## config.mk

```make
export PLATFORM = sky130hd
export DESIGN_NAME = wave_timer_chan
export DESIGN_NICKNAME = d
export VERILOG_FILES = /design/src/rtl/wt_pkg.sv /design/src/rtl/wt_counter.sv /design/src/rtl/wt_evt_edge.sv /design/src/rtl/wt_pin.sv /design/src/rtl/wave_timer_chan.sv
export SDC_FILE = /design/constraint.sdc
export NUM_CORES = 1
export LEC_CHECK = 0
export BUFFER_PORTS_ARGS = -buffer_cell sky130_fd_sc_hd__buf_2
export CORE_ASPECT_RATIO = 1.75
export CORE_UTILIZATION = 60
export DETAILED_ROUTE_END_ITERATION = 8
export PLACE_DENSITY = 0.82
export SLEW_MARGIN = 10
export SYNTH_ARGS = -nofsm -noshare
export SYNTH_HDL_FRONTEND = slang
export SYNTH_SLANG_ARGS = --single-unit
```

## constraint.sdc

```tcl
create_clock -name clk -period 10.5 [get_ports clk]
set_input_delay 2.1 -clock clk [delete_from_list [all_inputs] [get_ports clk]]
set_output_delay 2.1 -clock clk [all_outputs]
set_load 0.01 [all_outputs]
```

## src/rtl/wt_pkg.sv

```systemverilog
// Package: shared encodings and the mode word layout for the waveform timer channel.
// Assumes: the mode word is written as one 32-bit value; positions fixed by the brief.
package wt_pkg;

    localparam logic [2:0] ADR_CTRL = 3'd0;
    localparam logic [2:0] ADR_MODE = 3'd1;
    localparam logic [2:0] ADR_RA   = 3'd2;
    localparam logic [2:0] ADR_RB   = 3'd3;
    localparam logic [2:0] ADR_RC   = 3'd4;
    localparam logic [2:0] ADR_IEN  = 3'd5;
    localparam logic [2:0] ADR_IDIS = 3'd6;

    localparam logic [1:0] WV_UP      = 2'd0;
    localparam logic [1:0] WV_UPDN    = 2'd1;
    localparam logic [1:0] WV_UP_C    = 2'd2;
    localparam logic [1:0] WV_UPDN_C  = 2'd3;

    localparam logic [1:0] ACT_NONE   = 2'd0;
    localparam logic [1:0] ACT_SET    = 2'd1;
    localparam logic [1:0] ACT_CLR    = 2'd2;
    localparam logic [1:0] ACT_TGL    = 2'd3;

    typedef struct packed {
        logic [6:0] spare;
        logic [1:0] b_sw;
        logic [1:0] b_ev;
        logic [1:0] b_c;
        logic [1:0] b_b;
        logic [1:0] a_sw;
        logic [1:0] a_ev;
        logic [1:0] a_c;
        logic [1:0] a_a;
        logic       ev_trig;
        logic [1:0] ev_src;
        logic [1:0] ev_edge;
        logic       dis_on_c;
        logic       stop_on_c;
        logic [1:0] wave;
    } mode_t;

endpackage

```

## src/rtl/wt_counter.sv

```systemverilog
// Module: counting engine with direction state and a pending-restart latch.
// Assumes: step is high only when the channel is allowed to count; trig may come any cycle.
module wt_counter #(
    parameter int CW = 16
) (
    input  logic          clk,
    input  logic          rst_n,
    input  logic          step,
    input  logic          trig,
    input  logic [1:0]    wave,
    input  logic [CW-1:0] c_val,
    output logic [CW-1:0] cnt,
    output logic [CW-1:0] cnt_nxt,
    output logic          pend,
    output logic          ovf
);
    import wt_pkg::*;

    localparam logic [CW-1:0] MAXV = {CW{1'b1}};
    localparam logic [CW-1:0] ONE  = {{(CW-1){1'b0}}, 1'b1};

    logic          dir_up;
    logic          dir_nxt;
    logic [CW-1:0] top;

    // Purpose: pick the turning point for the up/down waveforms.
    always_comb top = (wave == WV_UPDN_C) ? c_val : MAXV;

    // Purpose: next count and direction for the selected waveform.
    always_comb begin
        cnt_nxt = cnt + ONE;
        dir_nxt = 1'b1;
        if (pend) begin
            cnt_nxt = '0;
            dir_nxt = 1'b1;
        end else begin
            case (wave)
                WV_UP_C: cnt_nxt = (cnt == c_val) ? '0 : cnt + ONE;
                WV_UPDN, WV_UPDN_C: begin
                    if (dir_up) begin
                        if (cnt == top || cnt == MAXV) begin
                            dir_nxt = 1'b0;
                            cnt_nxt = (cnt == '0) ? '0 : cnt - ONE;
                        end else begin
                            cnt_nxt = cnt + ONE;
                        end
                    end else begin
                        if (cnt == '0) begin
                            dir_nxt = 1'b1;
                            cnt_nxt = (top == '0) ? '0 : ONE;
                        end else begin
                            dir_nxt = 1'b0;
                            cnt_nxt = cnt - ONE;
                        end
                    end
                end
                default: cnt_nxt = cnt + ONE;
            endcase
        end
    end

    // Purpose: overflow is an upward step taken from all-ones.
    always_comb ovf = step && !pend && dir_up && (cnt == MAXV);

    // Purpose: hold count, direction and the pending restart.
    always_ff @(posedge clk) begin
        if (!rst_n) begin
            cnt    <= '0;
            dir_up <= 1'b1;
            pend   <= 1'b0;
        end else begin
            if (step) begin
                cnt    <= cnt_nxt;
                dir_up <= dir_nxt;
            end
            pend <= trig | (pend & ~step);
        end
    end

endmodule

```

## src/rtl/wt_evt_edge.sv

```systemverilog
// Module: selects one of four event lines and detects the chosen edge on it.
// Assumes: the lines are already synchronous to clk.
module wt_evt_edge (
    input  logic       clk,
    input  logic       rst_n,
    input  logic [3:0] lines,
    input  logic [1:0] sel,
    input  logic [1:0] edg,
    output logic       ev
);
    logic [3:0] prev;
    logic       now_l;
    logic       old_l;

    // Purpose: remember every line so a source change makes no false edge.
    always_ff @(posedge clk) begin
        if (!rst_n) prev <= '0;
        else        prev <= lines;
    end

    // Purpose: edge bit 0 picks rising, bit 1 picks falling.
    always_comb begin
        now_l = lines[sel];
        old_l = prev[sel];
        ev    = (edg[0] & now_l & ~old_l) | (edg[1] & ~now_l & old_l);
    end

endmodule

```

## src/rtl/wt_pin.sv

```systemverilog
// Module: one output pin with four prioritised action sources.
// Assumes: hit[3] is the highest priority source, hit[0] the lowest.
module wt_pin (
    input  logic       clk,
    input  logic       rst_n,
    input  logic [3:0] hit,
    input  logic [7:0] act,
    output logic       lvl
);
    import wt_pkg::*;

    logic [1:0] pick;
    logic       lvl_nxt;

    // Purpose: the highest source with a non-zero action wins.
    always_comb begin
        pick = ACT_NONE;
        for (int i = 0; i < 4; i++) begin
            if (hit[i] && act[2*i +: 2] != ACT_NONE) pick = act[2*i +: 2];
        end
    end

    // Purpose: apply the chosen action to the pin level.
    always_comb begin
        case (pick)
            ACT_SET: lvl_nxt = 1'b1;
            ACT_CLR: lvl_nxt = 1'b0;
            ACT_TGL: lvl_nxt = ~lvl;
            default: lvl_nxt = lvl;
        endcase
    end

    // Purpose: pin level register.
    always_ff @(posedge clk) begin
        if (!rst_n) lvl <= 1'b0;
        else        lvl <= lvl_nxt;
    end

endmodule

```

## src/rtl/wave_timer_chan.sv

```systemverilog
// Module: waveform timer channel top with registers, status, mask and two pins.
// Assumes: tick comes from an outside prescaler; writes take effect at the next edge.
module wave_timer_chan #(
    parameter int CW = 16
) (
    input  logic          clk,
    input  logic          rst_n,
    input  logic          tick,
    input  logic          wr_en,
    input  logic [2:0]    wr_addr,
    input  logic [31:0]   wr_data,
    input  logic          stat_rd,
    input  logic [2:0]    xc_in,
    input  logic          tiob_in,
    output logic [31:0]   status,
    output logic [CW-1:0] count,
    output logic          tioa,
    output logic          tiob,
    output logic          irq
);
    import wt_pkg::*;

    localparam int NPIN = 2;

    mode_t         mode;
    logic [CW-1:0] ra, rb, rc;
    logic [7:0]    mask;
    logic [7:0]    flags;
    logic [7:0]    new_flags;
    logic          clk_on;
    logic          stopped;
    logic          step;
    logic          pend;
    logic          ovf;
    logic [CW-1:0] cnt_nxt;
    logic          hit_a, hit_b, hit_c;
    logic          ev;
    logic          sw;
    logic          trig;
    logic [NPIN-1:0] pin_lvl;
    wire           unused_hi = ^{wr_data[31:25], mode.spare};

    // Purpose: decode write strobes for control.
    always_comb begin
        sw   = wr_en && (wr_addr == ADR_CTRL) && wr_data[2];
        trig = sw | (ev & mode.ev_trig);
        step = tick & clk_on & ~stopped;
    end

    // Purpose: configuration registers and interrupt mask.
    always_ff @(posedge clk) begin
        if (!rst_n) begin
            mode <= '0;
            ra   <= '0;
            rb   <= '0;
            rc   <= '0;
            mask <= '0;
        end else if (wr_en) begin
            case (wr_addr)
                ADR_MODE: mode <= mode_t'(wr_data);
                ADR_RA:   ra   <= wr_data[CW-1:0];
                ADR_RB:   rb   <= wr_data[CW-1:0];
                ADR_RC:   rc   <= wr_data[CW-1:0];
                ADR_IEN:  mask <= mask | wr_data[7:0];
                ADR_IDIS: mask <= mask & ~wr_data[7:0];
                default:  ;
            endcase
        end
    end

    wt_counter #(.CW(CW)) u_cnt (
        .clk     (clk),
        .rst_n   (rst_n),
        .step    (step),
        .trig    (trig),
        .wave    (mode.wave),
        .c_val   (rc),
        .cnt     (count),
        .cnt_nxt (cnt_nxt),
        .pend    (pend),
        .ovf     (ovf)
    );

    wt_evt_edge u_evt (
        .clk   (clk),
        .rst_n (rst_n),
        .lines ({xc_in, tiob_in}),
        .sel   (mode.ev_src),
        .edg   (mode.ev_edge),
        .ev    (ev)
    );

    // Purpose: compare matches on the value the counter steps onto.
    always_comb begin
        hit_a = step && (cnt_nxt == ra);
        hit_b = step && (cnt_nxt == rb);
        hit_c = step && (cnt_nxt == rc);
    end

    // Purpose: channel clock on/off; a control write overrides a C disable.
    always_ff @(posedge clk) begin
        if (!rst_n) begin
            clk_on <= 1'b0;
        end else if (wr_en && wr_addr == ADR_CTRL && (wr_data[1] || wr_data[0])) begin
            clk_on <= ~wr_data[1];
        end else if (hit_c && mode.dis_on_c) begin
            clk_on <= 1'b0;
        end
    end

    // Purpose: halt after a C match in stop mode until a trigger arrives.
    always_ff @(posedge clk) begin
        if (!rst_n)                        stopped <= 1'b0;
        else if (trig)                     stopped <= 1'b0;
        else if (hit_c && mode.stop_on_c)  stopped <= 1'b1;
    end

    // Purpose: sticky event flags, cleared by a status read, new events win.
    always_comb new_flags = {ev, 2'b00, hit_c, hit_b, hit_a, 1'b0, ovf};

    always_ff @(posedge clk) begin
        if (!rst_n) flags <= '0;
        else        flags <= (stat_rd ? 8'h00 : flags) | new_flags;
    end

    // Purpose: two pins built from one prioritised action cell.
    for (genvar p = 0; p < NPIN; p++) begin : g_pin
        logic [3:0] hit_v;
        logic [7:0] act_v;
        if (p == 0) begin : g_a
            assign hit_v = {sw, ev, hit_c, hit_a};
            assign act_v = {mode.a_sw, mode.a_ev, mode.a_c, mode.a_a};
        end else begin : g_b
            assign hit_v = {sw, ev, hit_c, hit_b};
            assign act_v = {mode.b_sw, mode.b_ev, mode.b_c, mode.b_b};
        end
        wt_pin u_pin (
            .clk   (clk),
            .rst_n (rst_n),
            .hit   (hit_v),
            .act   (act_v),
            .lvl   (pin_lvl[p])
        );
    end

    // Purpose: drive pins, status word and interrupt.
    always_comb begin
        tioa   = pin_lvl[0];
        tiob   = pin_lvl[1];
        status = {13'b0, pin_lvl[1], pin_lvl[0], clk_on, 8'b0, flags};
        irq    = |(flags & mask);
    end

endmodule

```

# ---- Yosys cells after proc, flatten, opt, wreduce, memory -nomap -nowiden
# Index checks and enable logic that the tools add are counted.
dict set report word_totals {
  register_bits 115
  out_inout_bits 51
  wordCells 152
}
dict set report classes {
  bitwise 24
  magnitude_cmp 1
  eq_ne 21
  n_mux 32
  addsub 2
  reduce_logical 45
}
# operator count
set op_table {}
lappend op_table {{$mux W16} 7}
lappend op_table {{$eq A16 B16 Y1} 5}
lappend op_table {{$logic_not A16 Y1} 2}
lappend op_table {{$pmux W16 S2} 1}
lappend op_table {{$reduce_bool A2 Y1} 10}
lappend op_table {{$logic_and A1 B1 Y1} 19}
lappend op_table {{$add A16 B1 Y16 const B} 1}
lappend op_table {{$and A8 B8 Y8} 2}
lappend op_table {{$eq A16 B16 Y1 const B} 1}
lappend op_table {{$mux W2} 8}
lappend op_table {{$or A8 B8 Y8} 2}
lappend op_table {{$pmux W8 S2} 1}
lappend op_table {{$sub A16 B1 Y16 const B} 1}
lappend op_table {{$eq A2 B2 Y1 const B} 6}
lappend op_table {{$mux W1} 10}
lappend op_table {{$reduce_and A2 Y1} 5}
lappend op_table {{$eq A3 B3 Y1 const B} 3}
lappend op_table {{$and A1 B1 Y1} 8}
lappend op_table {{$mux W8} 1}
lappend op_table {{$not A1 Y1} 8}
lappend op_table {{$not A8 Y8} 1}
lappend op_table {{$reduce_or A8 Y1} 1}
lappend op_table {{$eq A2 B1 Y1 const B} 3}
lappend op_table {{$eq A3 B2 Y1 const B} 2}
lappend op_table {{10 further kinds} 17}

# ---- Longest topological paths before layout
dict set report depth {
  word_depth 17
  ltp_mapped 18
}

# ---- Hierarchy
# Synthesis repeated with hierarchy kept, for this count alone.
dict set report unflattened {
  hier_cells 850
  hier_area_um2 6588.8
}
# module area_per_inst_um2 n_inst cells_each seq_area_each_um2
set by_module_without_submodules {}
lappend by_module_without_submodules {wave_timer_chan 3977.6 1 507 1701.6}
lappend by_module_without_submodules {wt_counter 2250.9 1 306 360.3}
lappend by_module_without_submodules {wt_pin 95.1 2 12 20.0}
lappend by_module_without_submodules {wt_evt_edge 170.2 1 13 80.1}

# ---- Least setup slack after synthesis
# OpenSTA, ideal clock, no wires.
dict set report synth_timing {
  path_type {reg-to-reg}
  from {register u_cnt.cnt[0]}
  to {register clk_on}
  setup_time_ns 0.116
  t_arrival_ns 3.714
  period_less_slack_ns 3.830
  n_path_buf 1
  required_ns 10.384
  path_stages_with_launch 16
  path_slack_ns 6.670
  cell_sequence {dfxtp_1 > ha_1 > nand3_1 > or4_4 > o21ai_2 > nand2_1 > o31ai_1 > buf_4 > mux2i_1 > xnor2_1 > nand2_1 > or4_1 > nor4_4 > nand2_1 > a22o_1 > and3_1}
}
dict set report synth_between {
  elab_chain_cells 10
}
# element line
set synth_lines {}
lappend synth_lines {{from (decl)} wt_counter.sv:12} ;# output logic [CW-1:0] cnt,
lappend synth_lines {{from (signal assigned)} wt_counter.sv:73} ;# cnt <= cnt_nxt;
lappend synth_lines {{$sub A16 B1 Y16, or another cell as far along} {wt_counter.sv:43, wt_counter.sv:53}}
lappend synth_lines {{$mux W16 / $logic_or A1 B1 Y1 (equally long branches)} {wt_counter.sv:43, wt_counter.sv:41}}
lappend synth_lines {{$mux W16} wt_counter.sv:41} ;# if (cnt == top || cnt == MAXV) begin
lappend synth_lines {{$mux W16} wt_counter.sv:40} ;# if (dir_up) begin
lappend synth_lines {{$pmux W16 S2 (*)} wt_counter.sv:37} ;# case (wave)
lappend synth_lines {{$mux W16 (*)} wt_counter.sv:33} ;# if (pend) begin
lappend synth_lines {{$eq A16 B16 Y1 (*)} wave_timer_chan.sv:97} ;# hit_c = step && (cnt_nxt == rc);
lappend synth_lines {{$logic_and A1 B1 Y1 (*)} wave_timer_chan.sv:97}
lappend synth_lines {{$logic_and A1 B1 Y1 (*)} wave_timer_chan.sv:106} ;# end else if (hit_c && mode.dis_on_c) begin
lappend synth_lines {{$reduce_bool A2 Y1 (no source line) (*)} -}
lappend synth_lines {{to (signal assigned)} wave_timer_chan.sv:105} ;# clk_on <= ~wr_data[1];
lappend synth_lines {{to (decl)} wave_timer_chan.sv:30} ;# logic clk_on;
# Mark *: on every way between the ends. The rest lies on a longest branch, timed or not.
# A chain may end at the register's enable or synchronous reset.

# ---- Final worst setup path
dict set report layout_timing {
  from {register u_cnt.cnt[0]}
  to {register g_pin[1].u_pin.lvl}
}
dict set report layout_between {
  elab_chain_cells 15
}
# element line
set layout_lines {}
lappend layout_lines {{$sub A16 B1 Y16, or another cell as far along} {wt_counter.sv:43, wt_counter.sv:53}}
lappend layout_lines {{$mux W16 / $logic_or A1 B1 Y1 (equally long branches)} {wt_counter.sv:43, wt_counter.sv:41}}
lappend layout_lines {{$mux W16} wt_counter.sv:41}
lappend layout_lines {{$mux W16} wt_counter.sv:40}
lappend layout_lines {{$pmux W16 S2 (*)} wt_counter.sv:37}
lappend layout_lines {{$mux W16 (*)} wt_counter.sv:33}
lappend layout_lines {{$eq A16 B16 Y1} wave_timer_chan.sv:96} ;# hit_b = step && (cnt_nxt == rb);
lappend layout_lines {{$logic_and A1 B1 Y1} wave_timer_chan.sv:96}
lappend layout_lines {{$logic_and A1 B1 Y1} wt_pin.sv:19} ;# if (hit[i] && act[2*i +: 2] != ACT_NONE) pick = act[2*i +: 2];
lappend layout_lines {{$mux W2} wt_pin.sv:19}
lappend layout_lines {{$mux W2 (*) (3 in series)} wt_pin.sv:19}
lappend layout_lines {{$eq A2 B2 Y1 / $eq A2 B1 Y1 (equally long branches)} wt_pin.sv:25} ;# case (pick)
lappend layout_lines {{$pmux W1 S3 / $reduce_bool A3 Y1 (equally long branches)} -}
lappend layout_lines {{to (signal assigned)} wt_pin.sv:36} ;# else lvl <= lvl_nxt;
lappend layout_lines {{to (decl)} wt_pin.sv:8} ;# output logic lvl
# Marked as above.

==> impl_metrics.csv <==
group,metric,value,unit
timing,setup_violations,0,
clock_network,cts_tree,"built",
hold_path,hold_path.class,"register to register",
clock_network,clk_path_buf_depth,2,
yosys,yosysUniqueCellTypes,80,
setup_path,worstPathRequired,10780,ps
floorplan,rows,52,
floorplan,start_util,61.6,%
power,vdd.ir_drop.worst,111,uV
route,route.detailed.drc,9,
clock_network,clock_latency,350,ps
clock_network,cts.sinks,109,
yosys,syn_avg_cell_area,7.55,um2
timing,fin_skew,10.1,ps
yosys,synth_cells,945,
timing,drv_slew,0,
cells_and_area,fillers,1048,
yosys,ys.flop_type,"dfxtp_1",
setup_path,worstReg2RegStart,"u_cnt.cnt[0]",
route,routed_wl,21000,um
route,vias_per_cell,6.23,
timing,setup_tns,0,ps
setup_path,cp_data_arrival_time,5400,ps
setup_path,cp-endpoint,"g_pin[1].u_pin.lvl",
global_route,antenna_found_initial,0,
floorplan,boundaryPins,95,
cells_and_area,num_antenna_cells,0,
route,first_iter_violations,479,
cells_and_area,finalInstanceArea,7590,um2
place,gp_congestion,0.999,
floorplan,die_x,84.5,um
global_route,grt_usage,34.9,%
place,post-dp-hpwl,15600,um
timing,fmax,195,MHz
global_route,grt_use_met3,4.64,%
setup_path,startpoint_type,"register",
clock_network,cts_resized,0,
global_route,grt_use_met1,37.4,%
yosys,synth_edf_count,0,
floorplan,die_h,146,um
floorplan,die_area,12400,um2
floorplan,coreArea,11600,um2
power,power_density,112,nW/um2
global_route,overflow,0,
global_route,grtUsageMet2,63.0,%
yosys,synthesis.area,7140,um2
timing,tightest_slew,1150,ps
yosys,synth_top_area_cell,"dfxtp_1",
cells_and_area,final_layout_size_suffix_gt1_share,11.9,%
route,drtAntennaViolNets,0,
yosys,synth_top_area_share,30.6,%
clock_network,cts_root_buf,"clkbuf_16",
place,port_buffers,63,
timing,timing.final.crit_period,5120,ps
clock_network,cts_buffers,9,
route,drt_pass1_iterations,9,
timing,hold_ws,468,ps
yosys,synth.yosys.seq_area_share,30.6,%
setup_path,crit_path_end_kind,"register",
yosys,synth_area_leaders,"dfxtp_1, nand2_1, a21boi_0",
place,place_area,7300,um2
run_status,outcome,"complete, but fails checks",
setup_path,cp_max_fo,18,
clock_network,ctsHoldBuffers,0,
timing,finalCritPeriodShare,48.8,%
setup_path,worstReg2RegEnd,"g_pin[1].u_pin.lvl",
setup_path,r2r_cells,15,
timing,hold_violations,0,
route,wl_per_cell,19.0,um
clock_network,htreeDepth,3,
setup_path,path_class,"register to register",
yosys,ys_seq_elements,109,
global_route,grt_pass1_vias,6436,
clock_network,post_cts_buffers,0,
yosys,synth_warnings,0,
global_route,busiest_layer,"met2",
timing,rsz0062_at_grt,"false",
timing,slew_headroom,23.2,%
clock_network,clkSlewWorstSetupHoldPaths,70,ps
power,power.leakage,2.95,nW
global_route,grt_max_degree,113,
cells_and_area,syn_to_final_growth,6.36,%
global_route,grt_pass1_wl,33300,um
cells_and_area,nets,1009,
route,vias,6867,
setup_path,reg2reg_slack,5380,ps
setup_path,crit_start,"u_cnt.cnt[0]",
run_status,violations,"design-rule violations",
yosys,synthArstFlopShare,0,%
flow_run,maxCapViolCount,0,
cells in the mapped netlist, types with 10 or more instances:
cell type and count:
nor4_1 11, buf_2 12, nor2_1 31, xnor2_1 19, a21oi_1 31, xor2_1 32, inv_1 19, buf_4 30
nor2b_1 10, nand3_1 37, or3_1 15, a21boi_0 81, nor3_1 21, clkbuf_1 42, nand2b_1 10, nand4_1 11
and2_1 16, o21ai_0 20, dfxtp_1 109, nand2_1 234
logic make-up after synthesis:
kind of cell    count (synthesis)  synth area share, %
simple gates                  446                 30.3
other cells                     1               0.0525
flops                         109                 30.6
xor+xnor                       51                 6.26
compound gates                220                 22.9
buf+inv                       107                 7.73
mux                             9                 1.82
fa+ha+maj                       2                0.351
how the worst min path moves through the flow:
stage                     startpoint  endpoint  slack (ps)  cells after the start
after CTS                    mode[8]   mode[8]         470                      2
final                        mode[8]   mode[8]         470                      2
after detailed placement    register  register         460                      2
after global placement      register  register         450                      2
after global routing         mode[4]   mode[4]         500                      2
after floorplan             register  register         440                      2
flip-flops by register name, indices dropped and copies added (netlist names), named ones only:
| register | cells |
|---|---|
| rc | 16 |
| u_evt.prev | 4 |
| g_pin.act_v | 16 |
| mode | 9 |
| rb | 16 |
| ra | 16 |
| u_cnt.cnt | 16 |
| u_cnt.dir_up | 1 |
| g_pin.u_pin.lvl | 2 |
| stopped | 1 |
| flags | 5 |
| u_cnt.pend | 1 |
| clk_on | 1 |
worst max-delay path, cell delays in order (launching register included):
cell and delay [ps]:
dfxtp_1 620, ha_1 280, nand3_1 200, or4_4 660
o21ai_2 210, nand2_1 150, o31a_1 290, buf_4 280
mux2i_1 140, o21ai_1 540, xor2_1 320, nand3_1 160
nor4_4 660, nand2_1 160, o22a_1 210, o211ai_2 160
routing by layer:
layer  part of all wire (%)  wire (um)
met3                    6.2       1290
met1                     36       7470
met2                     51      10700
met5                      0          0
met4                    7.1       1480
cell type report:
class / count / area [um2] / area share (%)
multi-input combinational: 752 / 4490 / 59.1
sequential: 109 / 2180 / 28.7
timing repair buffer: 72 / 383 / 5.04
clock buffer: 11 / 253 / 3.33
tap: 135 / 169 / 2.22
inverter: 19 / 71.3 / 0.939
clock inverter: 5 / 43.8 / 0.577
where the power goes:
part | switching (mW) | total, mW | internal (mW) | leakage, nW
clock | 0.162 | 0.339 | 0.177 | 0.140
combinational | 0.0498 | 0.0801 | 0.0303 | 1.93
sequential | 0.00883 | 0.430 | 0.422 | 0.882
total | 0.221 | 0.849 | 0.628 | 2.95
per-stage QoR:
step	setup WS, ps	instances	util (%)	total power [mW]
2_1_floorplan	6670	968	-	0.497
3_3_place_gp	5530	1087	63.0	0.517
3_5_place_dp	5500	1087	63.0	0.518
4_1_cts	5460	1103	65.6	0.849
5_1_grt	5180	1103	65.6	0.875
6_report	5380	1103	65.6	0.849
layout by cell type (no fill, tap or decap), types with 5 or more instances in the layout:
cell type	n
or2_2	6
o21a_1	5
a21o_1	9
xnor2_1	19
nor3_1	21
o21ai_0	20
and3_1	9
or3_1	15
nand4_1	11
a211o_1	6
nand4b_1	5
nor2b_1	10
inv_1	19
nand2_1	234
nor4_1	11
dfxtp_1	109
xor2_1	32
buf_4	9
o211ai_1	7
a21boi_0	81
buf_2	63
conb_1	24
clkbuf_16	9
o31ai_1	5
and2_1	16
nand2b_1	10
nand3_1	37
a21oi_1	31
nor2_1	31
(Power assumes the default switching activity.)
